## src/rtl/msicap_pkg.sv

```systemverilog
package msicap_pkg;
    localparam int REG_AW = 12;

    localparam logic [REG_AW-1:0] OFS_TGT_LO = 12'h820;
    localparam logic [REG_AW-1:0] OFS_TGT_HI = 12'h824;
    localparam logic [REG_AW-1:0] OFS_ENABLE = 12'h828;
    localparam logic [REG_AW-1:0] OFS_MASK   = 12'h82C;
    localparam logic [REG_AW-1:0] OFS_STATUS = 12'h830;

    typedef enum logic {
        IRQ_IDLE   = 1'b0,
        IRQ_ACTIVE = 1'b1
    } irq_state_e;
endpackage

```

## src/rtl/msicap_match.sv

```systemverilog
module msicap_match
    import msicap_pkg::*;
#(
    parameter int DW = 32,
    parameter int AW = 64
) (
    input  logic          in_valid,
    input  logic          in_write,
    input  logic [AW-1:0] in_addr,
    input  logic [DW-1:0] in_data,
    input  logic [DW/8-1:0] in_be,
    input  logic [AW-1:0] tgt,
    input  logic [DW-1:0] enable,
    output logic          hit,
    output logic [DW-1:0] set_vec
);
    localparam int NVEC = DW;

    always_comb begin
        hit = in_valid && in_write && (&in_be) && (in_addr == tgt) && (|enable);
    end

    // One decoder slice per vector; the data value must equal the index exactly.
    for (genvar v = 0; v < NVEC; v++) begin : g_vec
        always_comb begin
            set_vec[v] = hit && (in_data == DW'(v)) && enable[v];
        end
    end
endmodule

```

## src/rtl/msicap_regs.sv

```systemverilog
module msicap_regs
    import msicap_pkg::*;
#(
    parameter int DW  = 32,
    parameter int AW  = 64,
    parameter int RAW = REG_AW
) (
    input  logic           clk,
    input  logic           rst_n,
    input  logic           reg_we,
    input  logic [RAW-1:0] reg_addr,
    input  logic [DW-1:0]  reg_wdata,
    input  logic [DW-1:0]  set_vec,
    output logic [AW-1:0]  tgt,
    output logic [DW-1:0]  enable,
    output logic [DW-1:0]  mask,
    output logic [DW-1:0]  status,
    output logic [DW-1:0]  status_next,
    output logic           sw_status_wr,
    output logic [DW-1:0]  reg_rdata
);
    localparam int HALVES = AW / DW;

    logic [DW-1:0] tgt_half [HALVES];

    always_comb begin
        sw_status_wr = reg_we && (reg_addr == OFS_STATUS);
        // Software XOR first, captured vector ORed afterwards.
        status_next  = (sw_status_wr ? (status ^ reg_wdata) : status) | set_vec;
    end

    for (genvar h = 0; h < HALVES; h++) begin : g_half
        localparam logic [RAW-1:0] OFS = OFS_TGT_LO + RAW'(4 * h);
        always_ff @(posedge clk) begin
            if (!rst_n) begin
                tgt_half[h] <= '0;
            end else if (reg_we && reg_addr == OFS) begin
                tgt_half[h] <= reg_wdata;
            end
        end
        assign tgt[h*DW +: DW] = tgt_half[h];
    end

    always_ff @(posedge clk) begin
        if (!rst_n) begin
            enable <= '0;
            mask   <= '0;
            status <= '0;
        end else begin
            if (reg_we && reg_addr == OFS_ENABLE) enable <= reg_wdata;
            if (reg_we && reg_addr == OFS_MASK)   mask   <= reg_wdata;
            status <= status_next;
        end
    end

    always_comb begin
        unique case (reg_addr)
            OFS_TGT_LO: reg_rdata = tgt_half[0];
            OFS_TGT_HI: reg_rdata = tgt_half[HALVES-1];
            OFS_ENABLE: reg_rdata = enable;
            OFS_MASK:   reg_rdata = mask;
            OFS_STATUS: reg_rdata = status;
            default:    reg_rdata = '0;
        endcase
    end
endmodule

```

## src/rtl/msicap_irq_fsm.sv

```systemverilog
module msicap_irq_fsm
    import msicap_pkg::*;
#(
    parameter int DW = 32
) (
    input  logic          clk,
    input  logic          rst_n,
    input  logic          hit,
    input  logic          sw_status_wr,
    input  logic [DW-1:0] status_next,
    input  logic [DW-1:0] mask,
    output logic          irq
);
    irq_state_e state_q, state_d;
    logic       raise_ev, drop_ev;

    always_comb begin
        raise_ev = hit && ((status_next & ~mask) != '0);
        drop_ev  = sw_status_wr && (status_next == '0);
        state_d  = state_q;
        unique case (state_q)
            IRQ_IDLE:   if (raise_ev) state_d = IRQ_ACTIVE;
            IRQ_ACTIVE: if (drop_ev && !raise_ev) state_d = IRQ_IDLE;
            default:    state_d = IRQ_IDLE;
        endcase
    end

    always_ff @(posedge clk) begin
        if (!rst_n) state_q <= IRQ_IDLE;
        else        state_q <= state_d;
    end

    always_comb begin
        unique case (state_q)
            IRQ_ACTIVE: irq = 1'b1;
            default:    irq = 1'b0;
        endcase
    end
endmodule

```

## src/rtl/msicap_ctrl.sv

```systemverilog
module msicap_ctrl
    import msicap_pkg::*;
#(
    parameter int DW  = 32,
    parameter int AW  = 64,
    parameter int RAW = REG_AW
) (
    input  logic            clk,
    input  logic            rst_n,
    input  logic            reg_we,
    input  logic [RAW-1:0]  reg_addr,
    input  logic [DW-1:0]   reg_wdata,
    output logic [DW-1:0]   reg_rdata,
    input  logic            in_valid,
    input  logic            in_write,
    input  logic [AW-1:0]   in_addr,
    input  logic [DW-1:0]   in_data,
    input  logic [DW/8-1:0] in_be,
    output logic            fwd_valid,
    output logic            fwd_write,
    output logic [AW-1:0]   fwd_addr,
    output logic [DW-1:0]   fwd_data,
    output logic [DW/8-1:0] fwd_be,
    output logic            irq
);
    logic [AW-1:0] tgt;
    logic [DW-1:0] enable, mask, status_q, status_next, set_vec;
    logic          hit, sw_status_wr;

    msicap_match #(.DW(DW), .AW(AW)) u_match (
        .in_valid (in_valid),
        .in_write (in_write),
        .in_addr  (in_addr),
        .in_data  (in_data),
        .in_be    (in_be),
        .tgt      (tgt),
        .enable   (enable),
        .hit      (hit),
        .set_vec  (set_vec)
    );

    msicap_regs #(.DW(DW), .AW(AW), .RAW(RAW)) u_regs (
        .clk          (clk),
        .rst_n        (rst_n),
        .reg_we       (reg_we),
        .reg_addr     (reg_addr),
        .reg_wdata    (reg_wdata),
        .set_vec      (set_vec),
        .tgt          (tgt),
        .enable       (enable),
        .mask         (mask),
        .status       (status_q),
        .status_next  (status_next),
        .sw_status_wr (sw_status_wr),
        .reg_rdata    (reg_rdata)
    );

    msicap_irq_fsm #(.DW(DW)) u_fsm (
        .clk          (clk),
        .rst_n        (rst_n),
        .hit          (hit),
        .sw_status_wr (sw_status_wr),
        .status_next  (status_next),
        .mask         (mask),
        .irq          (irq)
    );

    // Captured writes are absorbed; everything else goes downstream untouched.
    always_comb begin
        fwd_valid = in_valid && !hit;
        fwd_write = in_write;
        fwd_addr  = in_addr;
        fwd_data  = in_data;
        fwd_be    = in_be;
    end
endmodule

```

## config.mk

```make
export PLATFORM = sky130hd
export DESIGN_NAME = msicap_ctrl
export DESIGN_NICKNAME = d
export VERILOG_FILES = /design/src/rtl/msicap_pkg.sv /design/src/rtl/msicap_match.sv /design/src/rtl/msicap_regs.sv /design/src/rtl/msicap_irq_fsm.sv /design/src/rtl/msicap_ctrl.sv
export SDC_FILE = /design/constraint.sdc
export NUM_CORES = 1
export LEC_CHECK = 0
export ABC_CLOCK_PERIOD_IN_PS = 5200
export BUFFER_PORTS_ARGS = -buffer_cell sky130_fd_sc_hd__buf_2
export CAP_MARGIN = 40
export CORE_ASPECT_RATIO = 1.5
export CORE_MARGIN = 2
export CORE_UTILIZATION = 52
export DETAILED_ROUTE_END_ITERATION = 7
export MAX_ROUTING_LAYER = met4
export PLACE_DENSITY_LB_ADDON = 0.08
export RECOVER_POWER = 25
export SETUP_SLACK_MARGIN = 0.05
export SLEW_MARGIN = 20
export SYNTH_ARGS = -nofsm -noshare
export SYNTH_HDL_FRONTEND = slang
export SYNTH_SLANG_ARGS = --single-unit
```

## constraint.sdc

```tcl
create_clock -name clk -period 5.2 [get_ports clk]
set_input_delay 0.26 -clock clk [delete_from_list [all_inputs] [get_ports clk]]
set_output_delay 0.26 -clock clk [all_outputs]
set_load 0.01 [all_outputs]
```

==> out/results.md, run 1 <==
### Synth
• flops & latches, synth: 161
• most numerous cell in the Yosys netlist: nand2_1
• Synth Warn #: 0
• number of enable flip-flop cells after synthesis: 64
• number of distinct library cells after synthesis: 75
• commonest cells in the netlist: nand2_1, buf_4, dfxtp_1
• Seq/Total Area, Yosys: 0.359
• Synth Area per Inst: 8.81 um^2
• Post-Synthesis Net Count: 1369
• dominant cells by area after synthesis: dfxtp_1, edfxtp_1, buf_4
• gate count of the mapped netlist: 1220
• Mapped Area: 10700 um^2
• Synth top area share: 0.181
• share of synthesized flip-flops with an asynchronous set or reset: 0
• commonest register cell after synthesis: dfxtp_1
• largest area contributor in the netlist: dfxtp_1

### Detailed routing
• residual DRC count: 0
• remaining antenna violation count: 0
• routed vias: 10400
• detailed-route vias per instance: 6.34
• routed wire length per instance: 27.9 um
• Iter 0 DRT Violations: 1103
• final routed wirelength across all metal layers: 45900 um
• First-pass DRT Iterations: 5

### Timing
• Post-Route Setup TNS: 0 ns
• actual transition at the worst max-transition pin: 0.843 ns
• Final Hold Vio Count: 0
• peak clock frequency supported by timing: 286 MHz
• tightest slew margin relative to the limit: 0.438
• part of the cycle the worst path needs: 0.673
• setup repair after global routing missed its margin: false
• Max Transition Viols Final: 0
• final critical delay including setup and external delays: 3.50 ns
• final-report setup violation count: 0
• worst clock skew on the final layout: 0.0119 ns

### Finish
• synth-to-layout area growth: 14.6%
• area occupied by multi-input gates: 5770 um^2
• fillers: 1878
• total area of sequential cells: 3860 um^2
• final antenna diode count: 0
• fin nets: 1520
• fraction of final layout cells with drive strength greater than 1: 0.205
• post-layout util: 0.605

### Setup path
• arrival time of data at the critical path endpoint: 3.24 ns
• category of the worst setup path launch point: flop
• maximum net fanout on the critical path: 7
• critical path data required time: 4.94 ns
• R2R Setup Slk: 1.92 ns
• classification of the worst setup path: reg -> out
• sort of element at the end of the critical path: primary output

### Global route
• GRT Overall Usage: 0.430
• first-pass GRT wire length: 65800 um
• vias in the first global route: 9919
• GRT overflow: 0
• maximum number of pins on one net before global-route repair: 73
• number of antenna violations at the first check in global routing: 0

### Placed design
• buffers added on ports: 283
• total half-perimeter wirelength after legalization and detailed placement: 35000 um
• routability congestion estimate: 1.06

### Pwr
• total power density per cell area: 248 nW/um^2
• maximum VDD drop: 0.238 mV
• leakage: 4.69 nW

### Floorplan
• Rows: 64
• Die W: 121 um
• Die Footprint: 21900 um^2
• initial cell density of the core: 0.528
• I/O pin count: 284
• Placeable Area: 20300 um^2
• die span in y: 180 um

### Clock network
• clock tree root driver cell: clkbuf_16
• number of post-CTS setup repair buffers: 0
• number of levels in the clock H-tree: 4
• number of clock sinks: 161
• CTS clk-pin slew, worst paths: 0.07 ns
• post-CTS resize count: 0
• TritonCTS buffer count: 17
• worst-case clock buffer depth: 2
• TritonCTS clock tree: done
• hold buffers post-CTS: 0
• clock insertion delay at the later pin of the skew report: 0.45 ns

### Status
• run status: finished, final reports clean

### Run
• reported max-cap violation count: 0

### Hold path
• hold crit path type: in -> reg

layer usage:
metal,part of all wire,global-route usage,vias up
met5,0,-,-
met4,0.096,0.332,0
met3,0.077,0.0763,234
met2,0.48,0.672,669
met1,0.35,0.479,4940
li1,-,-,4601
through the flow:
stage	total power, mW	area [um^2]	setup slack [ns]	hold WS [ns]	instances
after floorplan	1.59	10700	0.814	0.407	1220
after global placement	1.72	11600	1.83	0.468	1604
after detailed placement	1.74	11800	1.98	0.493	1614
after CTS	3.06	12400	1.78	0.116	1646
after global routing	3.12	12300	1.55	0.119	1648
final	3.05	12300	1.70	0.123	1648
path summary, 6_finish.rpt:
check,end,from,cells past startpoint
worst min register to register,u_fsm.state_q,u_fsm.state_q,2
worst max-delay path,fwd_valid,u_regs.tgt_half[0][29],7
worst min-delay path,u_regs.enable[13],reg_wdata[13],3
worst max register to register,u_regs.status[24],u_regs.tgt_half[0][29],8
final cells by class:
type,instances,share of cell area
clock buffer,17,0.0346
clock inverter,15,0.0161
inverter,20,0.00610
multi-input combinational,857,0.469
sequential,161,0.314
tap,264,0.0268
timing repair buffer,314,0.134
state kept, by name (all words and copies together) (netlist names):
register         cells
u_regs.status       32
u_regs.enable       32
u_regs.mask         32
u_fsm.state_q        1
u_regs.tgt_half     64
critical path, cell delays in order, from the launching register on:
cell	delay, ns
edfxtp_1	0.44
xor2_1	0.19
nor4_1	0.55
nand3_1	0.26
nor4_2	0.58
nand2_1	0.33
and2_1	0.29
buf_2	0.15
placed cells by master (no fill, tap or decap), drive strengths merged, types with 3 or more instances in the layout:
cell / count
o22ai: 10
o221ai: 34
o2111ai: 5
o21a: 8
o21ai: 11
or3: 5
nand2b: 11
nand3: 30
a31oi: 3
inv: 27
nor4: 58
and2: 73
nor2: 20
o2bb2ai: 3
or4b: 18
nor3: 14
nand4b: 4
xnor2: 23
or2: 4
a22oi: 3
or4bb: 5
nand2: 197
mux2i: 67
clkinv: 6
and3: 10
a2111oi: 3
buf: 223
edfxtp: 64
dfxtp: 97
a21boi: 81
a32oi: 3
clkbuf: 108
xor2: 62
nor2b: 27
o32ai: 3
nand4: 19
power by group:
group / total [mW] / internal, mW / switching, mW
registers: 1.36 / 1.34 / 0.0296
clock network: 1.34 / 0.735 / 0.605
logic: 0.345 / 0.135 / 0.210
cell families after synthesis:
kind of cell / share of synthesized area
AO/OA/AOI/OAI: 0.144
XOR/XNOR: 0.0693
buffers and inverters: 0.108
flip-flops: 0.359
multiplexers: 0.0634
AND/OR/NAND/NOR: 0.256
Note: power is estimated with default switching activity, not from simulation.
==> run 2: changes to the inputs <==
Settings changed: ABC_CLOCK_PERIOD_IN_PS 5200 to 3500.
Clock period 5.2 ns to 3.5 ns, I/O delays scaled along.
==> run 2 against run 1 <==
Sequential cell count did not move. Final area rose by 0.37%. Clock skew decreased by 0.0037 ns. Critical path type is now reg -> reg. Largest cell class unchanged. Highest routed layer unchanged.
==> out/results.md, run 2 (synthesis results as in run 1) <==
### Pwr
• cell internal pwr: 3.18 mW
• sequential cell fraction of total power: 0.461
• leakage: 4.75 nW
• net load switching power: 1.21 mW
• combinational group share of total power: 0.116
• maximum VDD drop: 0.360 mV
• switching portion of total power: 0.276
• total power density per cell area: 356 nW/um^2
• fraction of power consumed by the clock network: 0.423

### Detailed routing
• routed wire length per instance: 28.4 um
• remaining antenna violation count: 0
• highest metal layer with signal wires: met4
• Iter 0 DRT Violations: 1291
• met1 wire length: 16000 um
• detailed-route vias per instance: 6.46
• First-pass DRT Iterations: 5
• residual DRC count: 0
• length of routed met2 wiring: 22500 um
• sum of met3 wire segment lengths after detailed routing: 4060 um
• final routed wirelength across all metal layers: 47600 um
• routed vias: 10800

### Clock network
• worst-case clock buffer depth: 2
• clock insertion delay at the later pin of the skew report: 0.44 ns
• TritonCTS clock tree: done
• hold buffers post-CTS: 0
• post-CTS resize count: 0
• number of levels in the clock H-tree: 4
• clock tree root driver cell: clkbuf_16
• number of clock sinks: 161
• CTS clk-pin slew, worst paths: 0.07 ns
• TritonCTS buffer count: 17
• number of post-CTS setup repair buffers: 0

### Placed design
• routability congestion estimate: 1.10
• worst setup slack before clock tree synthesis: 0.113 ns
• total half-perimeter wirelength after legalization and detailed placement: 36300 um
• buffers added on ports: 283

### Setup path
• sort of element at the end of the critical path: flop
• category of the worst setup path launch point: flop
• arrival time of data at the critical path endpoint: 3.64 ns
• maximum net fanout on the critical path: 11
• capture point of the worst reg-to-reg path: u_fsm.state_q
• worst reg2reg path startpoint: u_regs.enable[24]
• critical path data required time: 3.81 ns
• R2R Setup Slk: 0.18 ns
• worst-case reg-to-reg path depth: 9
• classification of the worst setup path: reg -> reg

### Timing
• Post-Route Setup TNS: 0 ns
• final setup margin: 0.177 ns
• part of the cycle the worst path needs: 0.949
• final-report setup violation count: 0
• Max Transition Viols Final: 0
• actual transition at the worst max-transition pin: 0.896 ns
• tightest slew margin relative to the limit: 0.401
• setup repair after global routing missed its margin: false
• peak clock frequency supported by timing: 301 MHz
• worst clock skew on the final layout: 0.00820 ns
• Final Hold Vio Count: 0
• final critical delay including setup and external delays: 3.32 ns

### Floorplan
• die span in y: 180 um
• Rows: 64
• Die Footprint: 21900 um^2
• Placeable Area: 20300 um^2
• Die W: 121 um
• I/O pin count: 284
• initial cell density of the core: 0.528

### Hold path
• hold crit path type: in -> reg
• capture endpoint of the worst hold path: u_regs.mask[17]
• beginning of the worst hold path: reg_wdata[17]
• cell depth of the worst min-delay path: 3

### Finish
• Largest register FFs: 64
• fraction of final layout cells with drive strength greater than 1: 0.220
• synth-to-layout area growth: 15.0%
• most common cell after layout, fill and taps aside: nand2_1
• fin nets: 1545
• Most flops, register: u_regs.tgt_half
• post-layout util: 0.608
• most frequent cells in the layout: nand2_1, buf_2, dfxtp_1

### Global route
• GRT Overall Usage: 0.442
• number of antenna violations at the first check in global routing: 2
• vias in the first global route: 10400
• maximum number of pins on one net before global-route repair: 54
• first-pass GRT wire length: 67800 um
• GRT overflow: 0

### Run
• reported max-cap violation count: 0

### Status
• run status: finished, final reports clean

run 2: layout make-up:
cell class	count	area (um^2)
Inverter	20	75.1
Sequential cell	161	3860
Antenna cell	1	2.50
Clock buffer	18	439
Fill cell	1944	7980
Clock inverter	14	130
Tap cell	264	330
Multi-Input combinational cell	857	5790
Timing Repair Buffer	339	1730
run 2: routing by layer:
layer  up-vias  GRT usage
li1       4644          -
met3       268     0.0791
met2       771      0.689
met5         -          -
met1      5127      0.478
met4         0      0.381
run 2: how the worst max path moves through the flow:
| stage | startpoint | to | depth (start not counted) |
|---|---|---|---|
| floorplan | reg_addr[10] | u_regs.tgt_half[0][0] | 9 |
| global placement | u_regs.enable[10] | u_fsm.state_q | 9 |
| detailed placement | u_regs.enable[10] | u_fsm.state_q | 9 |
| CTS | u_regs.enable[10] | u_fsm.state_q | 9 |
| global route | u_regs.enable[24] | u_fsm.state_q | 9 |
| finish | u_regs.enable[24] | u_fsm.state_q | 9 |
run 2: worst max-delay path: stages, from the launching register on:
cell	delay (ns)
dfxtp_1	0.40
nor4_2	0.54
nand4_1	0.25
o2111ai_2	0.31
nor4_2	0.11
and2_4	0.23
a41o_1	0.26
or4b_1	0.52
o41ai_1	0.45
a21boi_1	0.11
run 2: per-stage QoR:
| stage | area [um^2] | instances | power, mW | hold slack (ns) |
|---|---|---|---|---|
| after detailed placement | 11900 | 1641 | 2.57 | 0.477 |
| after CTS | 12400 | 1673 | 4.39 | 0.0359 |
| final | 12400 | 1674 | 4.40 | 0.0462 |
| after floorplan | 10700 | 1220 | 2.36 | 0.322 |
| after global routing | 12400 | 1674 | 4.50 | 0.0472 |
| after global placement | 11900 | 1641 | 2.57 | 0.471 |
run 2: power groups by stage:
stage          Sequential (mW)  Combinational, mW  Clock [mW]
2_1_floorplan             2.05              0.310           0
3_3_place_gp              2.07              0.507           0
3_5_place_dp              2.07              0.509           0
4_1_cts                   2.02              0.511        1.85
5_1_grt                   2.03              0.535        1.93
6_report                  2.03              0.510        1.86
